$ cat config.mk
export PLATFORM = sky130hd
export DESIGN_NAME = sclk_baud_gen
export DESIGN_NICKNAME = d
export VERILOG_FILES = /design/src/rtl/sbg_pkg.sv /design/src/rtl/sbg_prescale.sv /design/src/rtl/sbg_reload_sel.sv /design/src/rtl/sbg_halfcnt.sv /design/src/rtl/sclk_baud_gen.sv
export SDC_FILE = /design/constraint.sdc
export NUM_CORES = 1
export LEC_CHECK = 0
export ABC_AREA = 1
export BUFFER_PORTS_ARGS = -buffer_cell sky130_fd_sc_hd__buf_4
export CAP_MARGIN = 20
export CORE_MARGIN = 2
export CORE_UTILIZATION = 55
export DETAILED_ROUTE_END_ITERATION = 10
export GPL_TIMING_DRIVEN = 0
export HOLD_SLACK_MARGIN = 0.1
export PLACE_DENSITY = 0.85
export SYNTH_ARGS = -nofsm -noshare
export SYNTH_HDL_FRONTEND = slang
export SYNTH_SLANG_ARGS = --single-unit
$ cat constraint.sdc
create_clock -name clk -period 3.5 [get_ports clk]
set_clock_uncertainty 0.1 [all_clocks]
set_input_delay 0.35 -clock clk [delete_from_list [all_inputs] [get_ports clk]]
set_output_delay 0.35 -clock clk [all_outputs]
set_load 0.05 [all_outputs]
$ cat src/rtl/sbg_pkg.sv
package sbg_pkg;
  localparam int MODE_W = 4;
  localparam logic [MODE_W-1:0] MODE_I2C_MST = 4'b1000;
  localparam int I2C_MIN_RELOAD = 3;

  function automatic logic is_i2c(input logic [MODE_W-1:0] m);
    return m == MODE_I2C_MST;
  endfunction

  function automatic logic idle_level(input logic [MODE_W-1:0] m, input logic cpol);
    return is_i2c(m) ? 1'b1 : cpol;
  endfunction
endpackage

$ cat src/rtl/sbg_prescale.sv
module sbg_prescale #(
  parameter int DIV = 2
) (
  input  logic clk,
  input  logic rst_n,
  input  logic clr,
  input  logic run,
  output logic tick
);
  generate
    if (DIV <= 1) begin : g_pass
      assign tick = run;
    end else begin : g_div
      localparam int CW = $clog2(DIV);
      localparam logic [CW-1:0] LAST = CW'(DIV - 1);
      logic [CW-1:0] ph_q;

      always_ff @(posedge clk) begin
        if (!rst_n || clr) begin
          ph_q <= '0;
        end else if (run) begin
          if (ph_q == LAST) ph_q <= '0;
          else              ph_q <= ph_q + CW'(1);
        end
      end

      assign tick = run && (ph_q == LAST);
    end
  endgenerate
endmodule

$ cat src/rtl/sbg_reload_sel.sv
module sbg_reload_sel
  import sbg_pkg::*;
#(
  parameter int W = 8
) (
  input  logic [MODE_W-1:0] mode_sel,
  input  logic [W-1:0]      raw_val,
  output logic [W-1:0]      eff_val,
  output logic              illegal
);
  localparam logic [W-1:0] FLOOR = W'(I2C_MIN_RELOAD);

  function automatic logic [W-1:0] clamp_val(input logic i2c, input logic [W-1:0] v);
    return (i2c && (v < FLOOR)) ? FLOOR : v;
  endfunction

  always_comb begin
    illegal = is_i2c(mode_sel) && (raw_val < FLOOR);
    eff_val = clamp_val(is_i2c(mode_sel), raw_val);
  end
endmodule

$ cat src/rtl/sbg_halfcnt.sv
module sbg_halfcnt #(
  parameter int W = 8
) (
  input  logic         clk,
  input  logic         rst_n,
  input  logic         start_ok,
  input  logic         stop,
  input  logic         tick,
  input  logic         reload_en,
  input  logic [W-1:0] load_val,
  input  logic         idle_lvl,
  output logic         run_q,
  output logic [W-1:0] cnt_q,
  output logic         sclk_q,
  output logic         stb_q,
  output logic         fire
);
  logic at_zero;

  always_comb begin
    at_zero = (cnt_q == '0);
    fire    = run_q && tick && at_zero && reload_en && !stop;
  end

  always_ff @(posedge clk) begin
    if (!rst_n) begin
      run_q  <= 1'b0;
      cnt_q  <= '0;
      sclk_q <= idle_lvl;
      stb_q  <= 1'b0;
    end else begin
      stb_q <= 1'b0;
      if (stop) begin
        run_q <= 1'b0;
      end else if (start_ok) begin
        run_q <= 1'b1;
        cnt_q <= load_val;
      end else if (run_q && tick) begin
        if (!at_zero) begin
          cnt_q <= cnt_q - W'(1);
        end else if (reload_en) begin
          cnt_q  <= load_val;
          sclk_q <= ~sclk_q;
          stb_q  <= 1'b1;
        end
      end
    end
  end
endmodule

$ cat src/rtl/sclk_baud_gen.sv
module sclk_baud_gen
  import sbg_pkg::*;
#(
  parameter int RLD_W   = 8,
  parameter int PRE_DIV = 2
) (
  input  logic              clk,
  input  logic              rst_n,
  input  logic [MODE_W-1:0] mode_sel,
  input  logic              spi_cpol,
  input  logic [RLD_W-1:0]  reload_val,
  input  logic              reload_en,
  input  logic              buf_wr,
  input  logic              xfer_done,
  output logic              sclk,
  output logic              roll_stb,
  output logic              cfg_err
);
  logic             run_q;
  logic             tick;
  logic             start_ok;
  logic             fire;
  logic             load_evt;
  logic             illegal;
  logic [RLD_W-1:0] eff_val;
  logic [RLD_W-1:0] cnt_q;
  logic             idle_lvl;
  logic             err_q;

  assign start_ok = buf_wr && !run_q && !xfer_done;
  assign idle_lvl = idle_level(mode_sel, spi_cpol);

  sbg_prescale #(.DIV(PRE_DIV)) u_pre (
    .clk  (clk),
    .rst_n(rst_n),
    .clr  (start_ok),
    .run  (run_q),
    .tick (tick)
  );

  sbg_reload_sel #(.W(RLD_W)) u_sel (
    .mode_sel(mode_sel),
    .raw_val (reload_val),
    .eff_val (eff_val),
    .illegal (illegal)
  );

  sbg_halfcnt #(.W(RLD_W)) u_cnt (
    .clk      (clk),
    .rst_n    (rst_n),
    .start_ok (start_ok),
    .stop     (xfer_done),
    .tick     (tick),
    .reload_en(reload_en),
    .load_val (eff_val),
    .idle_lvl (idle_lvl),
    .run_q    (run_q),
    .cnt_q    (cnt_q),
    .sclk_q   (sclk),
    .stb_q    (roll_stb),
    .fire     (fire)
  );

  assign load_evt = start_ok || fire;

  always_ff @(posedge clk) begin
    if (!rst_n)                  err_q <= 1'b0;
    else if (load_evt && illegal) err_q <= 1'b1;
  end

  assign cfg_err = err_q;
endmodule

**After elaboration in Yosys (flattened, before gate mapping)**

Cells that the tools add are included.

- Add/sub/neg operators: 2
- Order comparisons: 1
- Eq/ne operators: 7
- Multiplexer cells: 14
- Bitwise operators: 5
- Reduce and logical (&&, ||, !) cells: 20

Operators by type and width:

| operator | count |
|---|---|
| $mux 8 | 5 |
| $logic_and 1x1->1 | 9 |
| $mux 1 | 9 |
| $logic_not 8->1 | 1 |
| $lt 8x2->1 const B | 1 |
| $sub 8x1->8 const B | 1 |
| $ne 2x1->1 const B | 3 |
| $not 1->1 | 5 |
| $reduce_and 5->1 | 1 |
| $reduce_or 5->1 | 1 |
| $eq 4x4->1 const B | 1 |
| $ne 2x2->1 const B | 2 |
| $logic_not 1->1 | 3 |
| $ne 3x3->1 const B | 1 |
| $reduce_and 3->1 | 1 |
| $logic_or 1x1->1 | 2 |
| $reduce_bool 2->1 | 1 |
| $reduce_or 2->1 | 1 |
| $add 1x1->1 const B | 1 |

- Register bits after elaboration: 13
- Bits of input ports: 18
- Output and inout bits: 3
- Logic and storage cells: 55

**Depth between registers and ports, before layout**

- Depth in word-level cells: 7
- Gate-level depth with buffers: 9
- Mapped depth without buffers: 9

**Modules after synthesis**

From an unflattened synthesis, not the netlist that was laid out.

- Cells, all modules: 171
- Area total of the unflattened synthesis: 1009.7 um^2

Modules (own cells, without submodules):

| module | instances | cells each | area each (um^2) | seq. area each (um^2) |
|---|---|---|---|---|
| sbg_halfcnt | 1 | 123 | 774.5 | 230.2 |
| sbg_reload_sel | 1 | 27 | 107.6 | 0.0 |
| sclk_baud_gen | 1 | 14 | 83.8 | 20.0 |
| sbg_prescale | 1 | 7 | 43.8 | 20.0 |

**Least setup slack after synthesis**

No wires, ideal clock.

- Path kind: flip-flop to flip-flop
- Start point: register u_cnt.cnt_q[0]
- End point: register u_cnt.cnt_q[5]
- Library setup time: 0.115 ns
- Arrival: 1.201 ns
- Required time: 3.285 ns
- Slack: 2.084 ns
- Cell stages (with the launch flop): 9
- Path buffers: 1
- Period minus slack after synthesis: 1.416 ns
- Path through: dfxtp_1 -> inv_1 -> ha_1 -> nand2_2 -> o21ai_4 -> nand2_2 -> buf_6 -> o21ai_1 -> nor2_1

- Cells in the longest elaborated chain, start to end: 4
- Elaborated cells between the ends (all ways): 7
- Those cells by class: add/sub: 1; eq/ne: 1; mux: 3; reduce/logical: 2

RTL lines:

| what | RTL line | source |
|---|---|---|
| from (decl) | sbg_halfcnt.sv:13 | `output logic [W-1:0] cnt_q,` |
| from (signal assigned) | sbg_halfcnt.sv:37 | `cnt_q <= load_val;` |
| from (signal assigned) | sbg_halfcnt.sv:40 | `cnt_q <= cnt_q - W'(1);` |
| from (signal assigned) | sbg_halfcnt.sv:42 | `cnt_q <= load_val;` |
| $sub 8x1->8 or $logic_not 8->1 (tied branches) | sbg_halfcnt.sv:40, sbg_halfcnt.sv:21 |  |
| $mux 8 | sbg_halfcnt.sv:39 | `if (!at_zero) begin` |
| $mux 8 | sbg_halfcnt.sv:38 | `end else if (run_q && tick) begin` |
| $mux 8 | sbg_halfcnt.sv:35 | `end else if (start_ok) begin` |

Several ways; a longest one is shown, not always the timed one. The select of a mux whose other input is x is not followed.
A chain may end at the register's enable or synchronous reset.

**Worst setup path after layout**

- Start point: register u_cnt.cnt_q[0]
- End point: register u_cnt.cnt_q[3]

The elaborated chain is that of the path after synthesis.

==> out/qor.yml <==
powerDensity_mw_per_mm2: 373
syn_avg_cell_area_um2: 6.26
outcome: "completed"
clock_sinks: 13
grt_pass1_vias: 859
synth_top_area_share_pct: 26.1
gp_congestion: 0.819
yosys-top-cells-area: "dfxtp_1 26%, nand2_1 17%, nor2_1 10%"
yosys.area.top_type: "dfxtp_1"
final_layout_size_suffix_gt1_share_pct: 22.2
critical-path-top-delay-family: "simple AND/OR/NAND/NOR gates"
wl_per_cell_um: 11.3
period_minus_slack_ns: 1.63
startpoint_type: "flop"
ys_warn_count: 0
io_buffers: 20
cts_buffers: 3
reg2regPathDepth: 9
areaGrowthSynthToFinish_pct: 21.3
insertion_delay_ns: 0.29
final_common_cell: "nand2_1"
maxSlewViolCount: 0
path_clk_slew_ns: 0.09
grt_first_pass_wirelength_um: 3530
required_ns: 3.62
drv_cap: 0
cpMostUsedCell: "nor2_1"
wl_um: 2110
syn_area_um2: 921
start_util_pct: 59.7
max_freq_ghz: 0.612
antenna_cells: 0
coreArea_mm2: 0.00154
vias: 969
post_cts_resized: 0
grt_max_degree: 11
whs_path_depth: 2
cts_root_buffer: "clkbuf_4"
overflow: 0
critPathMaxFanout: 8
hpwl_um: 1680
die_h_um: 44.9
cp-end-kind: "flop"
cp_slowest_cell: "dfxtp_1"
crit_chain: "inv_1 -> ha_1 -> nand2_2 -> nor2_1 -> nor2_2 -> nand2_1 -> nand2_1 -> nor2_1 -> nor2_1"
antenna_found_initial: 0
ys_seq_area_share_pct: 29.3
post-cts-setup-buffer-count: 0
grtUsageTotal_pct: 23.8
setup_tns_ns: 0
p_total_uw: 416
timing.final.crit_share_pct: 46.7
max_stage_delay_ns: 0.33
drtIter0Drc: 30
drc_errors: 0
critical_path.startpoint: "u_cnt.cnt_q[0]"
netlist_instances: 147
vdd_drop_max_v: 0.000219
critical_path_depth: 9
tritoncts: "built"
worstHoldStart: "xfer_done"
slew_headroom_pct: 69.9
vias_per_cell: 5.18
cts-htree-levels: 1
layout_common_cells: "41 x nand2_1, 25 x nor2_1, 21 x inv_1, 20 x buf_4, 12 x dfxtp_1"
dieArea_mm2: 0.00202
fp.dieW_um: 44.9
cts_buffer_depth: 2
hold_viol: 0
grt_setup_unrepaired: "false"
first_pass_iters: 5
io_pins: 21
tightestPinTransition_ns: 0.451
path_buf_inv: 1
crit_type: "flop to flop"
rows: 14
ys_ff_latch: 13
synth.distinct_cells: 25
worstPathArrival_ns: 1.76
reg2reg_from: "u_cnt.cnt_q[0]"
leakage_nw: 0.595
finalSetupViolations: 0
ant_nets: 0
hold_path_class: "input pin to flop"
hold_buffers: 0
synth_nets: 167
layout.nets: 192
## layer usage
metal	global-route usage, %	wire, um	up-vias
met3	3.60	57	5
met1	29.1	991	442
met4	7.06	21	0
met5	0	0	-
met2	42.6	1040	14
li1	-	-	508
## area by class of cell
| type | count | area, um^2 |
|---|---|---|
| clock buffers | 4 | 26.3 |
| flip-flops and latches | 13 | 270 |
| repair buffers | 20 | 150 |
| multi-input cells | 109 | 549 |
| inverters | 23 | 86.3 |
| plain buffers | 2 | 15.0 |
| well taps | 16 | 20.0 |
| fillers | 133 | 424 |
## flip-flops by register name, summed over array words and instances, names as in the netlist
signal,flops
cfg_err,1
u_cnt.run_q,1
u_cnt.cnt_q,8
u_pre.g_div.ph_q,1
u_cnt.sclk_q,1
u_cnt.stb_q,1
## kinds of logic (layout without fill, tap and decap cells)
| logic type | Yosys count | count (layout) | share of synthesized area, % |
|---|---|---|---|
| AO/OA/AOI/OAI | 16 | 16 | 11.8 |
| XOR/XNOR | 2 | 2 | 1.90 |
| adder cells (fa/ha/maj) | 2 | 2 | 2.72 |
| buffers and inverters | 25 | 49 | 11.0 |
| flip-flops | 13 | 13 | 29.3 |
| AND/OR/NAND/NOR | 89 | 89 | 43.2 |
## cell usage after synthesis
library cell and number:
nand2_2 3, o21ai_0 3, clkbuf_1 1, xor2_1 2
nor3_1 1, or2_2 1, nor2_2 2, buf_6 1
edfxtp_1 1, nand4_1 3, nand2_4 1, dfxtp_1 12
ha_1 2, inv_2 2, a21oi_1 4, inv_1 21
nand3_2 1, o21ai_4 2, nand3_1 9, o2111ai_1 1
o21ai_1 5, a211oi_1 1, nor2_4 2, nor2_1 25
nand2_1 41
## power breakdown
| group | total, mW | switching [mW] | internal (mW) |
|---|---|---|---|
| logic | 0.146 | 0.0879 | 0.0577 |
| clock network | 0.100 | 0.0557 | 0.0443 |
| registers | 0.171 | 0.0108 | 0.160 |
## metrics by stage
step	cells	cell area (um^2)	setup slack, ns	utilization [%]	hold WS, ns
2_1_floorplan	147	921	2.08	-	0.328
3_3_place_gp	183	1090	1.95	70.8	0.341
3_5_place_dp	183	1090	1.93	70.8	0.349
4_1_cts	187	1120	1.90	72.5	0.141
5_1_grt	187	1120	1.75	72.5	0.138
6_report	187	1120	1.87	72.5	0.137
## path summary, 6_finish.rpt
kind | end | slack (ns)
setup / recovery | u_cnt.cnt_q[3] | 1.87
hold reg to reg | cfg_err | 0.36
setup reg to reg | u_cnt.cnt_q[3] | 1.87
hold / removal | u_cnt.run_q | 0.14
No activity file was read; power rests on OpenSTA's default activity.
